`src/rtl/usb_src_pkg.sv`:
```
package usb_src_pkg;

    typedef enum logic [2:0] {
        ST_IDLE,
        ST_CONTACT,
        ST_PRIMARY,
        ST_ADAPTER,
        ST_DONE
    } det_state_e;

    localparam logic [2:0] ILIM_100MA = 3'd0;
    localparam logic [2:0] ILIM_500MA = 3'd1;
    localparam logic [2:0] ILIM_1A    = 3'd2;
    localparam logic [2:0] ILIM_2A    = 3'd3;
    localparam logic [2:0] ILIM_3A    = 3'd4;

    localparam logic [1:0] PT_UNKNOWN = 2'b00;
    localparam logic [1:0] PT_HOST    = 2'b01;
    localparam logic [1:0] PT_CHARGER = 2'b10;

endpackage

```
`src/rtl/det_tick_timer.sv`:
```
module det_tick_timer #(
    parameter int W = 9
) (
    input  logic         clk,
    input  logic         rst_n,
    input  logic         clr,
    input  logic         run,
    input  logic         tick,
    input  logic [W-1:0] limit,
    output logic         hit
);
    logic [W-1:0] count_d, count_q;

    always_comb begin
        count_d = count_q;
        if (clr)
            count_d = '0;
        else if (run && tick)
            count_d = count_q + 1'b1;
    end

    always_ff @(posedge clk or negedge rst_n) begin
        if (!rst_n)
            count_q <= '0;
        else
            count_q <= count_d;
    end

    assign hit = run && tick && (count_q == limit - 1'b1);
endmodule

```
`src/rtl/det_adapter_decode.sv`:
```
module det_adapter_decode
    import usb_src_pkg::*;
(
    input  logic       dp_in_upper,
    input  logic       dp_in_lower,
    input  logic       dm_in_upper,
    output logic       match,
    output logic [2:0] code
);
    always_comb begin
        match = 1'b1;
        code  = ILIM_500MA;
        if (dp_in_upper && !dm_in_upper)
            code = ILIM_2A;
        else if (dp_in_lower)
            code = ILIM_2A;
        else if (!dp_in_upper && dm_in_upper)
            code = ILIM_1A;
        else
            match = 1'b0;
    end
endmodule

```
`src/rtl/det_drive_map.sv`:
```
module det_drive_map
    import usb_src_pkg::*;
(
    input  det_state_e st,
    output logic       dp_isrc_en,
    output logic       dm_pulldn_en,
    output logic       dp_vsrc_en,
    output logic       dm_isink_en
);
    always_comb begin
        dp_isrc_en   = (st == ST_CONTACT);
        dm_pulldn_en = (st == ST_CONTACT);
        dp_vsrc_en   = (st == ST_PRIMARY);
        dm_isink_en  = (st == ST_PRIMARY);
    end
endmodule

```
`src/rtl/usb_src_classifier.sv`:
```
module usb_src_classifier
    import usb_src_pkg::*;
#(
    parameter int CONTACT_MS = 500,
    parameter int PRIMARY_MS = 40
) (
    input  logic       clk,
    input  logic       rst_n,
    input  logic       ms_tick,
    input  logic       pwr_good,
    input  logic       dp_high,
    input  logic       dm_high,
    input  logic       dp_in_upper,
    input  logic       dp_in_lower,
    input  logic       dm_in_upper,
    input  logic       otg_level,
    input  logic       redetect_req,
    output logic       dp_isrc_en,
    output logic       dm_pulldn_en,
    output logic       dp_vsrc_en,
    output logic       dm_isink_en,
    output logic [1:0] port_type,
    output logic [2:0] ilim_code,
    output logic       det_done
);
    localparam int MAX_MS = (CONTACT_MS > PRIMARY_MS) ? CONTACT_MS : PRIMARY_MS;
    localparam int TW     = $clog2(MAX_MS + 1);

    typedef struct packed {
        det_state_e  state;
        logic        dp_prev;
        logic [1:0]  ptype;
        logic [2:0]  ilim;
    } seq_t;

    seq_t cur_q, nxt_d;

    logic          t_hit, t_run, t_clr;
    logic [TW-1:0] t_limit;
    logic          ad_match;
    logic [2:0]    ad_code;

    assign t_run   = (cur_q.state == ST_CONTACT) || (cur_q.state == ST_PRIMARY);
    assign t_limit = (cur_q.state == ST_CONTACT) ? TW'(CONTACT_MS) : TW'(PRIMARY_MS);
    assign t_clr   = (nxt_d.state != cur_q.state);

    det_tick_timer #(.W(TW)) i_timer (
        .clk   (clk),
        .rst_n (rst_n),
        .clr   (t_clr),
        .run   (t_run),
        .tick  (ms_tick),
        .limit (t_limit),
        .hit   (t_hit)
    );

    det_adapter_decode i_decode (
        .dp_in_upper (dp_in_upper),
        .dp_in_lower (dp_in_lower),
        .dm_in_upper (dm_in_upper),
        .match       (ad_match),
        .code        (ad_code)
    );

    det_drive_map i_drive (
        .st           (cur_q.state),
        .dp_isrc_en   (dp_isrc_en),
        .dm_pulldn_en (dm_pulldn_en),
        .dp_vsrc_en   (dp_vsrc_en),
        .dm_isink_en  (dm_isink_en)
    );

    always_comb begin
        nxt_d = cur_q;
        unique case (cur_q.state)
            ST_IDLE: begin
                nxt_d.dp_prev = 1'b0;
                if (pwr_good)
                    nxt_d.state = ST_CONTACT;
            end
            ST_CONTACT: begin
                nxt_d.dp_prev = dp_high;
                if (cur_q.dp_prev && !dp_high)
                    nxt_d.state = ST_PRIMARY;
                else if (t_hit)
                    nxt_d.state = ST_ADAPTER;
            end
            ST_PRIMARY: begin
                if (t_hit) begin
                    nxt_d.state = ST_DONE;
                    if (dm_high) begin
                        nxt_d.ptype = PT_CHARGER;
                        nxt_d.ilim  = ILIM_3A;
                    end else begin
                        nxt_d.ptype = PT_HOST;
                        nxt_d.ilim  = otg_level ? ILIM_500MA : ILIM_100MA;
                    end
                end
            end
            ST_ADAPTER: begin
                nxt_d.state = ST_DONE;
                nxt_d.ptype = ad_match ? PT_CHARGER : PT_UNKNOWN;
                nxt_d.ilim  = ad_match ? ad_code : ILIM_500MA;
            end
            ST_DONE: begin
                if (redetect_req) begin
                    nxt_d.state   = ST_CONTACT;
                    nxt_d.dp_prev = 1'b0;
                end
            end
            default: nxt_d.state = ST_IDLE;
        endcase
        if (!pwr_good) begin
            nxt_d.state   = ST_IDLE;
            nxt_d.dp_prev = 1'b0;
            nxt_d.ptype   = PT_UNKNOWN;
            nxt_d.ilim    = ILIM_500MA;
        end
    end

    always_ff @(posedge clk or negedge rst_n) begin
        if (!rst_n) begin
            cur_q.state   <= ST_IDLE;
            cur_q.dp_prev <= 1'b0;
            cur_q.ptype   <= PT_UNKNOWN;
            cur_q.ilim    <= ILIM_500MA;
        end else begin
            cur_q <= nxt_d;
        end
    end

    assign port_type = cur_q.ptype;
    assign ilim_code = cur_q.ilim;
    assign det_done  = (cur_q.state == ST_DONE);
endmodule

```
`config.mk`:
```
export PLATFORM = sky130hd
export DESIGN_NAME = usb_src_classifier
export DESIGN_NICKNAME = d
export VERILOG_FILES = /design/src/rtl/usb_src_pkg.sv /design/src/rtl/det_tick_timer.sv /design/src/rtl/det_adapter_decode.sv /design/src/rtl/det_drive_map.sv /design/src/rtl/usb_src_classifier.sv
export SDC_FILE = /design/constraint.sdc
export NUM_CORES = 1
export LEC_CHECK = 0
export CAP_MARGIN = 10
export CORE_MARGIN = 2
export CORE_UTILIZATION = 45
export DETAILED_ROUTE_END_ITERATION = 10
export PLACE_DENSITY = 0.78
export SYNTH_ARGS = -nofsm -noshare
export SYNTH_HDL_FRONTEND = slang
export SYNTH_SLANG_ARGS = --single-unit
```
`constraint.sdc`:
```
create_clock -name clk -period 2.3 [get_ports clk]
set_clock_uncertainty 0.15 [all_clocks]
set_input_delay 0.345 -clock clk [delete_from_list [all_inputs] [get_ports clk]]
set_output_delay 0.345 -clock clk [all_outputs]
set_load 0.02 [all_outputs]
```
# Word-level counts from Yosys, hierarchy flattened
# Index checks and enable logic that the tools add are counted.
# Widths: inputs -> output; s select.
# totals
regBits	18
latch_bits	0
ramBits	0
romBits	0
in_bits	11
elab_cells	52
mem_count	0
# op_classes
addsub	2
multipliers	0
n_div	0
magnitude_cmp	0
n_eq_ne	10
shift	0
muxes	22
bitwise	0
reduce_logical	13
# ops
op	n
$mux 9	4
$mux 3	6
$pmux 3 s5	1
$mux 5	2
$pmux 5 s2	1
$add 9x1->9 const B	1
$eq 9x9->1	1
$sub 9x1->9 const B	1
$eq 3x2->1 const B	2
$logic_and 1x1->1	5
$mux 1	4
$mux 2	2
$mux 4	1
$ne 4x1->1 const B	1
$reduce_and 2->1	2
$eq 3x1->1 const B	1
$eq 3x3->1 const B	1
$logic_not 1->1	3
$logic_not 3->1	1
$ne 3x1->1 const B	1
$ne 3x2->1 const B	1
$ne 3x3->1	1
$ne 3x3->1 const B	1
$pmux 1 s3	1
2 further kinds	2

# Depth between registers and ports, before layout
# Gate-level depths: netlist of the first run.
# depth
ltp_word	11
ltp_mapped	6

# Hierarchy
# From an unflattened synthesis of the first run, not the netlist that was laid out.
# unflattened
hier_cells	176
hier_area_um2	1491.4
# by_module_without_submodules
module	n_inst	cells_each	area_each_um2	seq_area_each_um2
det_tick_timer	1	90	793.3	225.2
usb_src_classifier	1	76	625.6	226.5
det_adapter_decode	1	6	42.5	0.0
det_drive_map	1	4	30.0	0.0

# Least setup slack after synthesis of the first run
# No wires, ideal clock.
# synth_timing
path_type	flip-flop to flip-flop
start	register cur_q[7] in the netlist's numbering
end	register i_timer.count_q[7]
t_arrival_ns	1.968
t_required_ns	2.063
path_slack_ns	0.095
stages_incl_launch_ff	7
period_less_slack_ns	2.205
path_cell_list	dfrtp_1 > buf_6 > nor3b_1 > nand2_1 > o32a_1 > buf_2 > a211oi_2
# synth_via
elab_chain_cells	11
# synth_rtl
item	line	text
start: declaration	usb_src_classifier.sv:36	seq_t cur_q, nxt_d;
start signal: assignment	usb_src_classifier.sv:128	cur_q <= nxt_d;
$eq 3x1->1 *	-	
net dm_pulldn_en	usb_src_classifier.sv:19	output logic dm_pulldn_en,
$mux 9	usb_src_classifier.sv:44	assign t_limit = (cur_q.state == ST_CONTACT) ? TW'(CONTACT_MS) : TW'(PRIMARY_MS);
$sub 9x1->9	det_tick_timer.sv:29	assign hit = run && tick && (count_q == limit - 1'b1);
$eq 9x9->1	det_tick_timer.sv:29	
$logic_and 1x1->1	det_tick_timer.sv:29	
$mux 3	usb_src_classifier.sv:85	else if (t_hit)
$mux 3	usb_src_classifier.sv:83	if (cur_q.dp_prev && !dp_high)
$pmux 3 s5	usb_src_classifier.sv:75	unique case (cur_q.state)
$mux 9	usb_src_classifier.sv:113	if (!pwr_good) begin
$ne 3x3->1	usb_src_classifier.sv:45	assign t_clr = (nxt_d.state != cur_q.state);
$mux 9 or $reduce_bool 2->1 (tied branches)	-	
end signal: assignment	det_tick_timer.sv:26	count_q <= count_d;
end: declaration	det_tick_timer.sv:12	logic [W-1:0] count_d, count_q;
# Mark *: on every way through the listed nets, which the timed path passes. The rest lies on a longest branch. The select of a mux whose other input is x is not followed.
# A chain may end at the register's enable or synchronous reset.

# Worst setup path after layout of the first run
# layout_timing
start	register i_timer.count_q[2]
end	register i_timer.count_q[4]
# layout_via
elab_chain_cells	8
# layout_rtl
item	line
$eq 9x9->1	det_tick_timer.sv:29
$logic_and 1x1->1	det_tick_timer.sv:29
$mux 3	usb_src_classifier.sv:85
$mux 3	usb_src_classifier.sv:83
$pmux 3 s5	usb_src_classifier.sv:75
$mux 9	usb_src_classifier.sv:113
$ne 3x3->1	usb_src_classifier.sv:45
$mux 9 or $reduce_bool 2->1 (tied branches)	-
# Several ways; a longest one is shown, not always the timed one. The select of a mux whose other input is x is not followed.

==> flow_metrics.py, run 1 <==
metrics = {
    "critical_path": {
        "crit_path_start_kind": "register",
        "crit_fanout": 9,
        "r2r_start": "i_timer.count_q[2]$_DFFE_PN0P_",
        "reg2reg_depth": 5,
        "crit_type": "reg2reg",
        "startpoint": "i_timer.count_q[2]$_DFFE_PN0P_",
        "rrSetupSlack_ps": 150,
        "worst-endpoint-arrival_ps": 2190,
        "required_ps": 2340,
        "cp-endpoint": "i_timer.count_q[4]$_DFFE_PN0P_",
        "timing.rr.end": "i_timer.count_q[4]$_DFFE_PN0P_",
        "setup.worst_path.end_class": "register",
    },
    "clock_network": {
        "cts.sinks": 18,
        "htreeDepth": 1,
        "cts_tree": "built",
        "numCtsBuffers": 3,
        "root_buffer": "clkbuf_4",
        "clock_path_buffers": 2,
        "post-cts-setup-buffers": 0,
        "clock_latency_ps": 300,
        "hold_buffers": 0,
        "clk_pin_slew_ps": 110,
    },
    "synthesis": {
        "synth_top_area_cell": "dfrtp_1",
        "synthFlopType": "dfrtp_1",
        "syn_nets": 135,
        "avgSynthCellArea_um2": 9.48,
        "synth_area_um2": 1170,
        "synth.top_cell.area_share": 0.365,
        "synthCells": 123,
        "async_flop_share": 1.00,
        "ys_seq_area_frac": 0.387,
        "yosys.cell_types.count": 43,
        "synth-edff-count": 0,
        "yosysMostFrequentCell": "dfrtp_1",
        "synth.area.top_cells": "dfrtp_1, xnor2_1, buf_4",
        "synth_seq_cells": 18,
        "ys_warn_count": 0,
        "synthTopCellsByCount": "dfrtp_1, nor3_1, buf_4, xnor2_1, nand2_1",
    },
    "finish": {
        "final_nets": 154,
        "synthToLayoutAreaGrowth_pct": 21.4,
        "antenna_cells": 0,
        "layout-drive-gt1-share": 0.156,
        "stdcell_count": 171,
        "num-fill-cells": 241,
        "final_core_util": 0.571,
    },
    "die": {
        "core-area_um2": 2480,
        "die_area_um2": 3010,
        "row_count": 18,
        "start_util": 0.471,
        "die_h_um": 54.9,
        "fp.dieW_um": 54.9,
        "io_pins": 21,
    },
    "grt": {
        "grt_use_total": 0.190,
        "grt_pass1_wl_um": 4060,
        "grt_overflow": 0,
        "grt_max_degree": 19,
        "antenna_found_initial": 0,
        "grt_pass1_vias": 953,
    },
    "route": {
        "vias": 993,
        "wirelength_um": 2580,
        "vias_per_cell": 5.81,
        "first_pass_iters": 4,
        "route.detailed.drc": 0,
        "wire_per_inst_um": 15.1,
        "ant_nets": 0,
        "drt_iter0_drc": 13,
    },
    "timing": {
        "max-slew-margin-rel": 0.657,
        "rsz0062_at_grt": "no",
        "finalCritPeriodShare": 0.933,
        "setup_tns_ps": 0,
        "final_hold_viol_count": 0,
        "max_clock_freq_mhz": 466,
        "drv_slew": 0,
        "setup_slack_ps": 153,
        "setup_viol": 0,
        "period_needed_ps": 2150,
        "timing_worst_slew_pin_value_ps": 510,
    },
    "placement": {
        "port_buffers": 20,
        "place.gp.congestion": 0.813,
        "place_ws_ps": 13.8,
        "placed_cells": 167,
        "dp_hpwl_um": 1920,
    },
    "min_path": {
        "min_path_type": "in2async",
    },
    "power_and_ir_drop": {
        "p_total_mw": 0.623,
        "vdd_drop_max_v": 0.000387,
        "leakage_nw": 0.582,
        "powerDensity_nw_per_um2": 440,
    },
    "status": {
        "status": "finished, final reports clean",
    },
    "job": {
        "maxCapViolCount": 0,
    },
}
-- how the worst min path moves through the flow --
stage / startpoint / end / slack (ps) / cells past startpoint
global route: rst_n / cur_q[8]$_DFF_PN0_ / 230 / 2
global placement: port_type[0]$_DFFE_PN0P_ / port_type[0]$_DFFE_PN0P_ / 380 / 2
finish: rst_n / cur_q[5]$_DFFE_PN0P_ / 220 / 2
floorplan: rst_n / cur_q[5]$_DFFE_PN0P_ / -100 / 0
CTS: rst_n / port_type[1]$_DFFE_PN0P_ / 230 / 2
detailed placement: port_type[0]$_DFFE_PN0P_ / port_type[0]$_DFFE_PN0P_ / 390 / 2
-- registers in the layout, indices dropped and copies added (netlist names) --
name             flops
port_type            2
ilim_code            3
cur_q                4
i_timer.count_q      9
-- area by class of cell --
type                       instances  area, um2  share of cell area
inverter                           2       7.51             0.00531
tap                               30       37.5              0.0265
sequential                        18        454               0.321
multi-input combinational         90        622               0.439
clock buffer                       4       36.3              0.0256
timing repair buffer              27        258               0.182
-- per-layer routing --
metal	vias to the layer above	track usage	wire length, um
met5	-	0	0
met4	0	0.0691	18
met3	4	0.0269	139
met2	26	0.339	1260
met1	480	0.231	1160
li1	483	-	-
-- logic make-up (layout without fill, tap and decap cells) --
family | count (synthesis) | in the layout | synth area share
AO/OA/AOI/OAI | 23 | 23 | 0.137
XOR/XNOR | 9 | 9 | 0.0740
adder cells (fa/ha/maj) | 1 | 1 | 0.0107
buffers and inverters | 15 | 33 | 0.0891
flip-flops | 18 | 18 | 0.387
multiplexers | 2 | 2 | 0.0182
AND/OR/NAND/NOR | 55 | 55 | 0.283
-- placed cells by master, fill, tap and decap left out, types with 2 or more instances in the layout --
cell type,synthesis,routed
clkdlybuf4s50_1,0,15
xnor2_1,8,8
o32a_1,2,2
a21oi_1,5,5
dfrtp_1,17,15
inv_1,2,2
dlygate4sd2_1,0,2
nand3b_1,2,2
nor3b_1,3,2
nor4_1,4,4
nand3_1,2,2
clkbuf_4,0,3
or2_2,2,2
nor2b_1,3,3
or3_1,3,3
o21ai_0,6,6
dlymetal6s2s_1,0,3
nor2_1,5,5
nor3_1,11,11
dfrtp_2,0,2
nand2_1,7,7
buf_4,8,7
nand2b_1,6,6
-- critical path, cell delays in order (launching register included) --
cell,delay [ps]
dfrtp_1,450
or4bb_2,640
nor4_1,330
o32a_1,230
buf_4,170
nor3_1,70
-- where the power goes --
part           internal [mW]  leakage, nW  switching, mW
Clock                 0.0965       0.0210          0.104
Sequential             0.322        0.242        0.00643
Combinational         0.0464        0.319         0.0476
Total                  0.465        0.582          0.158
-- timing repair --
action,4_1_cts,5_1_grt
gates cloned,0,0
setup endpoints to repair,5,3
resized for setup,4,5
-- stage by stage --
step	area (um2)	hold slack, ps
final	1420	222
after CTS	1400	231
after global placement	1360	379
after global routing	1420	233
after floorplan	1170	-101
after detailed placement	1360	391
(Power assumes the default switching activity.)
==> inputs of run 2 (changes only) <==
SKIP_CTS_REPAIR_TIMING = 1   (was not set)
==> flow_metrics.py, run 2 (synthesis gave the netlist of run 1 again) <==
metrics = {
    "clock_network": {
        "cts_tree": "built",
        "clock_path_buffers": 2,
        "cts.sinks": 18,
        "htreeDepth": 1,
        "numCtsBuffers": 3,
        "clock_latency_ps": 300,
        "root_buffer": "clkbuf_4",
        "clk_pin_slew_ps": 110,
    },
    "placement": {
        "placed_cells": 167,
        "dp_hpwl_um": 1920,
        "place.gp.congestion": 0.813,
        "port_buffers": 20,
    },
    "grt": {
        "grt_use_total": 0.190,
        "grt_max_degree": 19,
        "grt_overflow": 0,
        "grt_pass1_wl_um": 4060,
        "antenna_found_initial": 0,
        "grt_pass1_vias": 957,
    },
    "job": {
        "maxCapViolCount": 0,
    },
    "power_and_ir_drop": {
        "switchingPower_mw": 0.159,
        "vdd_drop_max_v": 0.000388,
        "leakage_nw": 0.604,
        "combPwrFrac": 0.151,
        "clkPwrFrac": 0.323,
        "powerDensity_nw_per_um2": 439,
        "p_sw_frac": 0.254,
        "pwr-share-seq": 0.526,
        "p_int_mw": 0.465,
    },
    "finish": {
        "synthToLayoutAreaGrowth_pct": 22.0,
        "largest_register_ffs": 9,
        "final_cell_mix": "dfrtp_1, clkdlybuf4s50_1, nor3_1",
        "final_nets": 154,
        "antenna_cells": 0,
        "regMostFlops": "i_timer.count_q",
        "stdcell_count": 171,
        "seqCellArea_um2": 454,
        "num-fill-cells": 240,
        "multi_input_area_um2": 622,
        "final_core_util": 0.574,
        "layout-drive-gt1-share": 0.156,
    },
    "route": {
        "vias": 985,
        "first_pass_iters": 4,
        "drt_iter0_drc": 19,
        "wirelength_um": 2580,
        "route.detailed.drc": 0,
        "wire_per_inst_um": 15.1,
        "ant_nets": 0,
        "vias_per_cell": 5.76,
    },
    "critical_path": {
        "crit_fanout": 9,
        "slowest_delay_ps": 640,
        "crit_chain": "or4bb_2 -> nor4_1 -> o32a_1 -> buf_4 -> nor3_1",
        "worst-endpoint-arrival_ps": 2200,
        "reg2reg_depth": 5,
        "r2r_start": "i_timer.count_q[2]$_DFFE_PN0P_",
        "rrSetupSlack_ps": 150,
        "crit_type": "reg2reg",
        "crit_path_start_kind": "register",
        "setup.worst_path.end_class": "register",
        "required_ps": 2350,
        "timing.rr.end": "i_timer.count_q[4]$_DFFE_PN0P_",
        "cp_slowest_cell": "or4bb_2",
    },
    "timing": {
        "period_needed_ps": 2150,
        "max_clock_freq_mhz": 465,
        "max-slew-margin-rel": 0.651,
        "final_hold_viol_count": 0,
        "drv_slew": 0,
        "finalCritPeriodShare": 0.935,
        "setup_viol": 0,
        "timing_worst_slew_pin_value_ps": 519,
        "rsz0062_at_grt": "no",
    },
    "die": {
        "core-area_um2": 2480,
        "row_count": 18,
        "start_util": 0.471,
        "fp.dieW_um": 54.9,
        "die_h_um": 54.9,
        "io_pins": 21,
        "die_area_um2": 3010,
    },
    "min_path": {
        "min_path_type": "in2async",
    },
    "status": {
        "status": "finished, final reports clean",
    },
}
==> run 2: layout make-up <==
class	instances	share of cell area
multi-input combinational	90	0.437
sequential	18	0.319
timing repair buffer	27	0.186
tap	30	0.0264
clock buffer	4	0.0255
inverter	2	0.00528
==> run 2: worst max-delay path by stage <==
stage	from	end	cells past startpoint
floorplan	cur_q[7]$_DFF_PN0_	i_timer.count_q[7]$_DFFE_PN0P_	6
global placement	ms_tick	i_timer.count_q[0]$_DFFE_PN0P_	6
detailed placement	ms_tick	ilim_code[0]$_DFFE_PN1P_	5
CTS	cur_q[8]$_DFF_PN0_	dp_isrc_en	2
global route	i_timer.count_q[2]$_DFFE_PN0P_	i_timer.count_q[4]$_DFFE_PN0P_	5
finish	i_timer.count_q[2]$_DFFE_PN0P_	i_timer.count_q[4]$_DFFE_PN0P_	5
==> run 2: power groups by stage <==
stage | registers [mW] | clock network [mW] | logic [mW]
6_report | 0.328 | 0.202 | 0.0944
5_1_grt | 0.329 | 0.218 | 0.103
4_1_cts | 0.328 | 0.205 | 0.0942
3_5_place_dp | 0.334 | 0 | 0.0931
3_3_place_gp | 0.334 | 0 | 0.0901
2_1_floorplan | 0.332 | 0 | 0.0486
==> run 2: metrics by stage <==
step | hold WS, ps | total power, mW | setup TNS (ps) | area (um2) | worst slack, ps
3_3_place_gp | 379 | 0.424 | 0 | 1360 | 84.9
5_1_grt | 233 | 0.650 | 0 | 1420 | 1.44
2_1_floorplan | -101 | 0.381 | 0 | 1170 | 94.8
3_5_place_dp | 391 | 0.427 | 0 | 1360 | 13.8
4_1_cts | 231 | 0.627 | -581 | 1400 | -217
6_report | 222 | 0.624 | 0 | 1420 | 148
==> run 2: routing by layer <==
metal,share of wire,wire length (um),global-route usage,up-vias
met5,0,0,0,-
met4,0.0066,17,0.0691,0
met3,0.055,142,0.0269,4
met2,0.49,1260,0.339,28
met1,0.45,1170,0.231,470
li1,-,-,-,483
==> run 2: worst max-delay path: cells and delay by family, from the launching register on <==
family | cells | cell delay [ps]
buf+inv | 1 | 170
compound gates | 1 | 230
flops | 1 | 450
simple gates | 3 | 1050
==> inputs of run 3 (changes only) <==
CTS_CLUSTER_SIZE = 20   (was not set)
==> results of run 3 <==
The final DEF is identical to that of run 2; final timing and power are the same.
